### src/rtl/pci_tgt_pkg.sv
// Shared command codes and controller state type for the I/O target.
// Assumes the 4-bit command encoding of the multiplexed bus.
package pci_tgt_pkg;
    localparam logic [3:0] CMD_IO_RD  = 4'b0010;
    localparam logic [3:0] CMD_IO_WR  = 4'b0011;
    localparam logic [3:0] CMD_CFG_WR = 4'b1011;

    typedef enum logic [2:0] {
        ST_IDLE,
        ST_DECODE,
        ST_ACCESS,
        ST_XFER,
        ST_SKIP
    } tgt_state_e;
endpackage

### src/rtl/pci_tgt_bars.sv
// Base registers for all windows. Even-indexed windows span STD_BYTES and
// odd ones EXT_BYTES; bits below the span are stored as zero. A window
// becomes valid on its first write. Assumes spans are powers of two.
module pci_tgt_bars #(
    parameter int NUM_WIN   = 4,
    parameter int STD_BYTES = 8,
    parameter int EXT_BYTES = 4,
    localparam int WIN_W    = $clog2(NUM_WIN)
) (
    input  logic                    clk,
    input  logic                    rst_n,
    input  logic                    wr_en,
    input  logic [WIN_W-1:0]        wr_idx,
    input  logic [31:0]             wr_data,
    input  logic [3:0]              wr_be,
    output logic [NUM_WIN*32-1:0]   base_flat,
    output logic [NUM_WIN-1:0]      valid
);
    for (genvar i = 0; i < NUM_WIN; i++) begin : g_bar
        localparam int SPAN = (i % 2 == 0) ? STD_BYTES : EXT_BYTES;
        localparam logic [31:0] KEEP = ~(32'(SPAN) - 32'd1);
        logic [31:0] base_q;
        logic [31:0] merged;
        logic        valid_q;

        // Byte-wise merge of the incoming write with the current base.
        always_comb begin
            for (int b = 0; b < 4; b++) begin
                merged[b*8 +: 8] = wr_be[b] ? wr_data[b*8 +: 8] : base_q[b*8 +: 8];
            end
        end

        // Hold the base and its valid flag.
        always_ff @(posedge clk) begin
            if (!rst_n) begin
                base_q  <= '0;
                valid_q <= 1'b0;
            end else if (wr_en && wr_idx == WIN_W'(i)) begin
                base_q  <= merged & KEEP;
                valid_q <= 1'b1;
            end
        end

        assign base_flat[i*32 +: 32] = base_q;
        assign valid[i]              = valid_q;
    end
endmodule

### src/rtl/pci_tgt_decode.sv
// Compares an address with every valid window and returns the lowest
// matching index. Purely combinational; assumes bases are already masked.
module pci_tgt_decode #(
    parameter int NUM_WIN   = 4,
    parameter int STD_BYTES = 8,
    parameter int EXT_BYTES = 4,
    localparam int WIN_W    = $clog2(NUM_WIN)
) (
    input  logic [31:0]             addr,
    input  logic [NUM_WIN*32-1:0]   base_flat,
    input  logic [NUM_WIN-1:0]      valid,
    output logic                    hit,
    output logic [WIN_W-1:0]        win
);
    logic [NUM_WIN-1:0] hit_vec;

    for (genvar i = 0; i < NUM_WIN; i++) begin : g_cmp
        localparam int SPAN = (i % 2 == 0) ? STD_BYTES : EXT_BYTES;
        localparam logic [31:0] KEEP = ~(32'(SPAN) - 32'd1);
        assign hit_vec[i] = valid[i] && ((addr & KEEP) == base_flat[i*32 +: 32]);
    end

    // Lowest matching window wins.
    always_comb begin
        hit = 1'b0;
        win = '0;
        for (int i = NUM_WIN - 1; i >= 0; i--) begin
            if (hit_vec[i]) begin
                hit = 1'b1;
                win = WIN_W'(i);
            end
        end
    end
endmodule

### src/rtl/pci_tgt_parity.sv
// Registers even parity over the driven data and the byte enables, and
// delays the data drive enable by one clock to drive the parity line.
module pci_tgt_parity (
    input  logic        clk,
    input  logic        rst_n,
    input  logic [31:0] ad,
    input  logic [3:0]  cbe_n,
    input  logic        drive,
    output logic        par,
    output logic        par_oe
);
    // One-clock-late parity and its drive enable.
    always_ff @(posedge clk) begin
        if (!rst_n) begin
            par    <= 1'b0;
            par_oe <= 1'b0;
        end else begin
            par    <= ^{ad, cbe_n};
            par_oe <= drive;
        end
    end
endmodule

### src/rtl/pci_io_target.sv
// I/O-space target: latches address and command on a FRAME falling edge,
// decodes against the window bases one clock later (medium claim), then
// runs data phases through a register strobe with back-end wait states,
// stepping the address by 4 per phase. Type-0 configuration writes program
// the bases. Assumes the initiator holds AD and IRDY steady once IRDY is low.
module pci_io_target #(
    parameter int NUM_PORTS = 2,
    parameter int STD_BYTES = 8,
    parameter int EXT_BYTES = 4,
    localparam int NUM_WIN  = 2 * NUM_PORTS,
    localparam int WIN_W    = $clog2(NUM_WIN),
    localparam int OFF_W    = $clog2(STD_BYTES)
) (
    input  logic              clk,
    input  logic              rst_n,
    input  logic              frame_n,
    input  logic              irdy_n,
    input  logic              idsel,
    input  logic [3:0]        cbe_n,
    input  logic [31:0]       ad_in,
    output logic [31:0]       ad_out,
    output logic              ad_oe,
    output logic              par_out,
    output logic              par_oe,
    output logic              trdy_n,
    output logic              devsel_n,
    output logic              ctl_oe,
    output logic              reg_req,
    output logic              reg_wr,
    output logic [WIN_W-1:0]  reg_win,
    output logic [OFF_W-1:0]  reg_off,
    output logic [3:0]        reg_be,
    output logic [31:0]       reg_wdata,
    input  logic [31:0]       reg_rdata,
    input  logic              reg_ready
);
    import pci_tgt_pkg::*;

    localparam logic [5:0] BAR_DW0 = 6'd4;

    tgt_state_e              state;
    logic                    frame_prev;
    logic [31:0]             addr_q;
    logic [3:0]              cmd_q;
    logic                    sel_q;
    logic [WIN_W-1:0]        win_q;
    logic                    devsel_q;
    logic                    trdy_q;
    logic [31:0]             rdata_q;
    logic [NUM_WIN*32-1:0]   base_flat;
    logic [NUM_WIN-1:0]      base_valid;
    logic                    dec_hit;
    logic [WIN_W-1:0]        dec_win;
    logic                    is_io, is_rd, is_cfg, cfg_bar, active, step_ok;
    logic [5:0]              cfg_dw;

    // Command classification of the latched cycle.
    assign is_rd   = (cmd_q == CMD_IO_RD);
    assign is_io   = is_rd || (cmd_q == CMD_IO_WR);
    assign is_cfg  = sel_q && (cmd_q == CMD_CFG_WR) && (addr_q[1:0] == 2'b00);
    assign cfg_dw  = addr_q[7:2];
    assign cfg_bar = (cfg_dw >= BAR_DW0) && (cfg_dw < BAR_DW0 + 6'(NUM_WIN));
    assign active  = (state == ST_ACCESS) || (state == ST_XFER);

    pci_tgt_bars #(
        .NUM_WIN(NUM_WIN), .STD_BYTES(STD_BYTES), .EXT_BYTES(EXT_BYTES)
    ) u_bars (
        .clk(clk), .rst_n(rst_n),
        .wr_en(state == ST_ACCESS && is_cfg && cfg_bar && !irdy_n),
        .wr_idx(WIN_W'(cfg_dw - BAR_DW0)),
        .wr_data(ad_in), .wr_be(~cbe_n),
        .base_flat(base_flat), .valid(base_valid)
    );

    pci_tgt_decode #(
        .NUM_WIN(NUM_WIN), .STD_BYTES(STD_BYTES), .EXT_BYTES(EXT_BYTES)
    ) u_dec (
        .addr(addr_q), .base_flat(base_flat), .valid(base_valid),
        .hit(dec_hit), .win(dec_win)
    );

    pci_tgt_parity u_par (
        .clk(clk), .rst_n(rst_n), .ad(ad_out), .cbe_n(cbe_n),
        .drive(ad_oe), .par(par_out), .par_oe(par_oe)
    );

    // Back-end request: reads at once, writes once the initiator has data.
    assign reg_req = (state == ST_ACCESS) && is_io && (is_rd || !irdy_n);
    // A phase may present TRDY once its data source or sink is ready.
    assign step_ok = is_cfg ? !irdy_n : (reg_req && reg_ready);

    // Cycle sequencer: latch, claim, access, transfer, release.
    always_ff @(posedge clk) begin
        if (!rst_n) begin
            state      <= ST_IDLE;
            frame_prev <= 1'b1;
            addr_q     <= '0;
            cmd_q      <= '0;
            sel_q      <= 1'b0;
            win_q      <= '0;
            devsel_q   <= 1'b1;
            trdy_q     <= 1'b1;
            rdata_q    <= '0;
        end else begin
            frame_prev <= frame_n;
            unique case (state)
                ST_IDLE: if (!frame_n && frame_prev) begin
                    addr_q <= ad_in;
                    cmd_q  <= cbe_n;
                    sel_q  <= idsel;
                    state  <= ST_DECODE;
                end
                ST_DECODE: if ((is_io && dec_hit) || is_cfg) begin
                    devsel_q <= 1'b0;
                    win_q    <= dec_win;
                    state    <= ST_ACCESS;
                end else begin
                    state <= ST_SKIP;
                end
                ST_ACCESS: if (step_ok) begin
                    trdy_q <= 1'b0;
                    if (is_rd) rdata_q <= reg_rdata;
                    state <= ST_XFER;
                end
                ST_XFER: if (!irdy_n) begin
                    trdy_q <= 1'b1;
                    if (frame_n) begin
                        devsel_q <= 1'b1;
                        state    <= ST_IDLE;
                    end else begin
                        addr_q <= addr_q + 32'd4;
                        state  <= ST_ACCESS;
                    end
                end
                ST_SKIP: if (frame_n && irdy_n) state <= ST_IDLE;
                default: state <= ST_IDLE;
            endcase
        end
    end

    assign ad_out    = rdata_q;
    assign ad_oe     = active && is_rd;
    assign trdy_n    = trdy_q;
    assign devsel_n  = devsel_q;
    assign ctl_oe    = active;
    assign reg_wr    = (cmd_q == CMD_IO_WR);
    assign reg_win   = win_q;
    assign reg_off   = addr_q[OFF_W-1:0];
    assign reg_be    = ~cbe_n;
    assign reg_wdata = ad_in;
endmodule

### config.mk
export PLATFORM = sky130hd
export DESIGN_NAME = pci_io_target
export DESIGN_NICKNAME = d
export VERILOG_FILES = /design/src/rtl/pci_tgt_pkg.sv /design/src/rtl/pci_tgt_bars.sv /design/src/rtl/pci_tgt_decode.sv /design/src/rtl/pci_tgt_parity.sv /design/src/rtl/pci_io_target.sv
export SDC_FILE = /design/constraint.sdc
export NUM_CORES = 1
export LEC_CHECK = 0
export BUFFER_PORTS_ARGS = -buffer_cell sky130_fd_sc_hd__buf_2
export CORE_MARGIN = 2
export CORE_UTILIZATION = 30
export CTS_CLUSTER_SIZE = 40
export DETAILED_ROUTE_END_ITERATION = 16
export GPL_TIMING_DRIVEN = 0
export HOLD_SLACK_MARGIN = 0.03
export PLACE_DENSITY_LB_ADDON = 0.08
export REMOVE_ABC_BUFFERS = 1
export SLEW_MARGIN = 30
export SYNTH_ARGS = -nofsm -noshare
export SYNTH_HDL_FRONTEND = slang
export SYNTH_SLANG_ARGS = --single-unit
export TNS_END_PERCENT = 100
### constraint.sdc
create_clock -name clk -period 3.2 [get_ports clk]
set_clock_uncertainty 0.15 [all_clocks]
set_input_delay 0.32 -clock clk [delete_from_list [all_inputs] [get_ports clk]]
set_output_delay 0.32 -clock clk [all_outputs]
set_load 0.01 [all_outputs]
==> results of run 1 <==
==> per-layer routing <==
metal / share of wire [%] / up-vias
met5: 0 / -
met4: 1.7 / 0
met3: 3.4 / 36
met2: 47 / 197
met1: 48 / 4507
li1: - / 4691
==> flip-flops by register name (all words and copies together), names as in the netlist <==
name and count:
devsel_n 1, ad_out 32, u_bars.g_bar.base_q 118, u_par.par 1, reg_win 2, sel_q 1
frame_prev 1, addr_q 32, u_bars.g_bar.valid_q 4, state 3, trdy_n 1, cmd_q 4
u_par.par_oe 1
==> cells in the mapped netlist, types with 14 or more instances <==
master / n / area, um^2
xnor2_1: 100 / 875.8
dfxtp_1: 201 / 4024
o21ai_0: 141 / 705.7
a21oi_1: 183 / 915.9
buf_4: 42 / 315.3
nand3_1: 15 / 75.07
buf_2: 22 / 110.1
xor2_1: 52 / 455.4
clkbuf_1: 66 / 247.7
nor2_2: 14 / 87.58
nand2_1: 229 / 859.6
nor4_1: 17 / 106.4
nand4_1: 26 / 162.7
nor2_1: 56 / 210.2
==> worst max-delay path: stages, from the launching register on <==
cell and delay [ps]:
dfxtp_1 470, nand4b_1 180, nor4b_4 530, and4_1 480
nand2_2 600, nor2_4 470, nand2_1 110, a21oi_1 130
==> kinds of logic after synthesis <==
logic type	Yosys count	share of synthesized area, %
AO/OA/AOI/OAI	377	19.94
XOR/XNOR	152	12.98
adder cells (fa/ha/maj)	4	0.4881
buffers and inverters	152	7.590
flip-flops	201	39.24
multiplexers	10	0.9762
AND/OR/NAND/NOR	415	18.78
==> worst paths after layout <==
path                           start                    endpoint  slack [ps]
max                         cmd_q[0]  u_bars.g_bar[3].base_q[28]         -30
min                        reg_ready                  ad_out[10]         100
max reg2reg                 cmd_q[0]  u_bars.g_bar[3].base_q[28]         -30
min reg2reg  u_bars.g_bar[2].valid_q     u_bars.g_bar[2].valid_q         300
==> area by class of cell <==
cell class | count | share of cell area (%)
multi-input combinational | 958 | 43.88
sequential | 201 | 31.76
timing repair buffer | 232 | 12.75
clock buffer | 40 | 6.180
tap | 448 | 4.423
clock inverter | 6 | 0.5529
inverter | 14 | 0.4541
==> repair_timing <==
action,4_1_cts,5_1_grt
hold buffers,67,0
gates resized for setup,12,5
hold endpoints to repair,160,0
buffers inserted,0,2
setup endpoints to repair,83,120
==> stage by stage <==
stage | hold WS (ps) | setup WS (ps) | util (%)
after global placement | 283.7 | -4325 | 32.30
final | 99.56 | -26.53 | 37.70
after floorplan | 231.9 | -853.2 | -
after CTS | 77.00 | -85.18 | 37.58
after global routing | 127.3 | -268.8 | 37.70
after detailed placement | 290.2 | -224.2 | 32.86
==> where the power goes <==
part / switching [mW] / internal, mW
registers: 0.246 / 2.58
logic: 0.624 / 0.449
clock network: 1.18 / 1.76
total: 2.05 / 4.79
==> placed cells by master, fill, tap and decap left out, types with 4 or more instances in the layout <==
cell type | synthesis | routed
o31ai_1 | 5 | 5
nor4_1 | 17 | 16
clkbuf_16 | 0 | 26
a22oi_1 | 9 | 9
nand2_1 | 229 | 228
nor2_1 | 56 | 55
nand4_1 | 26 | 26
a21oi_1 | 183 | 183
inv_1 | 13 | 13
nand2b_1 | 5 | 5
ha_1 | 4 | 4
xnor2_1 | 100 | 100
clkbuf_1 | 66 | 6
o221a_2 | 4 | 4
nand3_1 | 15 | 15
a211oi_1 | 7 | 6
a21o_1 | 6 | 6
and3_1 | 6 | 6
dlygate4sd3_1 | 0 | 67
nand2_2 | 5 | 4
a31oi_1 | 5 | 5
clkbuf_8 | 0 | 8
xor2_1 | 52 | 52
buf_2 | 22 | 154
nor2_2 | 14 | 5
and2_1 | 8 | 7
mux2i_1 | 10 | 10
nor2_4 | 0 | 10
buf_16 | 0 | 4
dfxtp_1 | 201 | 200
o21ai_0 | 141 | 141
buf_4 | 42 | 4
nor3_1 | 13 | 12
==> metrics, run 1 <==
outcome complete, but fails checks; failing checks negative setup slack; DR iter-0 viols 659; max-cap violation count 0; area added between synthesis and finish 23.60%; Synth warnings 0; crit-path max FO 35; ANT nets after route 0; routed len/inst 19.29 um; CTS clk-pin slew, worst paths 60 ps; Via density 4.966; Mapped Cells 1311; Pleak 4.764 nW; gpl congestion 0.7717; gr usage total 20.12%; multi-input logic area 0.005562 mm^2; Fin Setup TNS -134.3 ps; first-pass GRT wire length 55.46 mm; placed cells 1784; Max Root-Sink Buffers 3; Starting Density 30.50%; cell count of the worst reg-to-reg path 7; Seq/Total Area, Yosys 39.24%; Worst-Margin Slew 939.7 ps; GR peak layer met2; CTS root buf clkbuf_16; M3 GR Usage 2.002%; fin crit share 100.8%; number of flops mapped to enable cells by yosys 0; core box area 0.03362 mm^2; initial antenna violation count 0; worst-skew pair later-pin latency 540 ps; syn_area_per_cell 7.821 um^2; filler instances 3501; Period minus WS final 3227 ps; DRC 0; Hold Violations, Final 0; Hold WC Path Type in2reg; IO buf count 154; CP Launch Type flop; Fmax 309.9 MHz; fin worst setup slack -26.53 ps; DR vias 9431; Worst setup EP type flop; hold-critical path depth 5; drt pass-1 iters 5; pin count of the biggest net entering global routing 75; Mapped Area 0.01025 mm^2; number of global-route vias before repair 8912; Tot Pwr 6.836 mW; Final Net Count 1511; CTS tree built; RSZ-0062 raised after global routing yes; Die W 188.9 um; fraction of registers with async set/reset 0%; WS Path Type reg2reg; die area 0.03567 mm^2; Post-Route WL 36.64 mm; final instance area 0.01267 mm^2; Die Span Y 188.9 um; TritonCTS Sinks 201; antenna fix cells 0; Worst Path Required 3500 ps; layout cell share with drive strength beyond 1 17.23%; worst vdd ir 0.0003715 V; power density cells 539.4 mW/mm^2; TritonCTS Buffers 26; endpoints failing setup 12; H-tree depth 1; top_reg_cell synth dfxtp_1; register cell area after layout 0.004025 mm^2; slew margin rel. 37.13%; post-DP HPWL 24.75 mm; crit path DAT 3530 ps; fin. max-slew vios 0; met1 GRT Util 28.85%; grt met2 use 33.02%; non-filler cells, final 1899; Placed Area 0.01105 mm^2; Synth cell types 57; Row Count 67; IO Pins 155; gr ovfl total 0; #FFs+latches synth 201
No activity file was read; power rests on OpenSTA's default activity.
==> run 2, diff against run 1 <==
--- a/config.mk
+++ b/config.mk
@@ -6,8 +6,10 @@
 export NUM_CORES = 1
 export LEC_CHECK = 0
 export BUFFER_PORTS_ARGS = -buffer_cell sky130_fd_sc_hd__buf_2
+export CORE_ASPECT_RATIO = 0.5
 export CORE_MARGIN = 2
 export CORE_UTILIZATION = 30
+export CTS_BUF_LIST = sky130_fd_sc_hd__clkbuf_2 sky130_fd_sc_hd__clkbuf_4 sky130_fd_sc_hd__clkbuf_8
 export CTS_CLUSTER_SIZE = 40
 export DETAILED_ROUTE_END_ITERATION = 16
 export GPL_TIMING_DRIVEN = 0
==> metrics, run 2 (same netlist as run 1, synthesis figures left out) <==
outcome complete, no violations; slew margin rel. 32.79% (-4.3 points); TritonCTS Buffers 35 (+35%); drt pass-1 iters 5 (unchanged); power density cells 517.3 mW/mm^2 (-4.1%); fin crit share 94.48% (-6.4 points); pre-CTS setup slack -280.3 ps (-56.16 ps); register cell area after layout 0.004026 mm^2 (about the same); final instance area 0.01256 mm^2 (-0.89%); area added between synthesis and finish 22.50%; CP Launch Type flop; Critical R2R Launch addr_q[22]; pin count of the biggest net entering global routing 74 (-1.3%); Via density 5.090 (+2.5%); Worst setup EP type flop; Placed Area 0.01101 mm^2 (-0.32%); endpoints failing setup 0 (-12); Row Count 47 (-30%); initial antenna violation count 0 (unchanged); gr usage total 20.83% (+0.72 points); Starting Density 30.75% (+0.25 points); ANT nets after route 0 (unchanged); most common cell after layout, fill and taps aside nand2_1; core box area 0.03334 mm^2 (-0.81%); post-DP HPWL 25.24 mm (+2.0%); Max Root-Sink Buffers 3 (unchanged); final core utilization 37.67% (about the same); H-tree depth 2 (+1); gr ovfl total 0 (unchanged); TritonCTS Sinks 201 (unchanged); placed cells 1776 (-0.45%); Die W 265.5 um (+41%); IO buf count 154 (unchanged); crit-path max FO 9 (-74%); number of global-route vias before repair 8983 (+0.80%); Pleak 4.775 nW (+0.24%); worst reg2reg setup slack 180 ps (+200 ps); Fmax 330.8 MHz (+6.7%); Worst Path Required 3500 ps (about the same); Worst-Margin Slew 1008 ps (+68.44 ps); hold-critical path depth 3 (-2); CTS clk-pin slew, worst paths 60 ps (about the same); max reg flops 118 (unchanged); CTS root buf clkbuf_8; die area 0.03576 mm^2 (+0.25%); Die Span Y 134.7 um (-29%); worst reg2reg path endpoint devsel_n; DR vias 9711 (+3.0%); first-pass GRT wire length 56.41 mm (+1.7%); CTS tree built; Largest Register u_bars.g_bar.base_q; worst hold start rst_n; WS Path Type reg2reg; crit path DAT 3320 ps (-210 ps); fin worst setup slack 176.7 ps (+203.2 ps); cell count of the worst reg-to-reg path 7 (unchanged); fin. max-slew vios 0 (unchanged); layout cell share with drive strength beyond 1 18.68% (+1.4 points); max-cap violation count 0 (unchanged); non-filler cells, final 1908 (+0.47%); Hold Violations, Final 0 (unchanged); Final Net Count 1520 (+0.60%); Period minus WS final 3023 ps (-203.2 ps); DR iter-0 viols 879 (+33%); RSZ-0062 raised after global routing no; end of the critical path devsel_n; Hold WC Path Type in2reg; worst vdd ir 0.0001986 V (-47%); worst-skew pair later-pin latency 560 ps (+20 ps); Post-Route WL 37.89 mm (+3.4%); routed len/inst 19.86 um (+2.9%); antenna fix cells 0 (unchanged); gpl congestion 0.8226 (+6.6%); DRC 0 (unchanged); filler instances 3468 (-0.94%); most frequent cells in the layout nand2_1, dfxtp_1, a21oi_1; IO Pins 155 (unchanged); multi-input logic area 0.005593 mm^2 (+0.56%); Setup crit start addr_q[22]
-- run 2: through the flow --
step | hold slack (ps) | TNS, ps | total power, mW
6_report | 74.51 | 0 | 6.498
5_1_grt | 84.19 | 0 | 6.782
4_1_cts | 53.06 | -13780 | 6.549
3_5_place_dp | 287.3 | -18670 | 3.903
3_3_place_gp | 280.7 | -644970 | 3.886
2_1_floorplan | 231.9 | -84130 | 3.345
-- run 2: worst min-delay path by stage --
stage,to,slack [ps]
final,addr_q[16],70
after global routing,addr_q[18],80
after CTS,addr_q[24],50
after detailed placement,u_bars.g_bar[1].valid_q,290
after global placement,u_bars.g_bar[3].valid_q,280
after floorplan,trdy_n,230
-- run 2: worst max-delay path, cell delays in order, from the launching register on --
cell and delay, ps:
dfxtp_1 590, xor2_1 120, nor4_1 810, nand4_1 170, or4_4 490, nand4_2 140
o21ai_2 90, a221o_1 350
-- run 2: timing repair --
item	in CTS	in global routing
pin swaps	0	1
setup buffers	0	2
resized for setup	11	12
hold buffers	68	0
endpoints found under the setup margin	119	124
hold endpoints to repair	164	0
-- run 2: where the power goes --
part	switching, mW	total (mW)	internal [mW]
registers	0.247	2.83	2.58
logic	0.665	1.12	0.451
clock network	1.15	2.55	1.40
total	2.06	6.50	4.44
-- run 2: metal layers --
metal	up-vias	global-route usage, %	share of wire, %
li1	4697	-	-
met1	4618	30.47	48
met2	346	30.64	42
met3	50	5.106	8.3
met4	0	4.771	1.7
met5	-	0	0
-- run 2: layout make-up --
type	instances	share of cell area (%)
Sequential cell	201	32.05
Clock buffer	56	5.638
Inverter	14	0.4582
Tap cell	441	4.393
Timing Repair Buffer	232	12.69
Clock inverter	6	0.2391
Multi-Input combinational cell	958	44.53
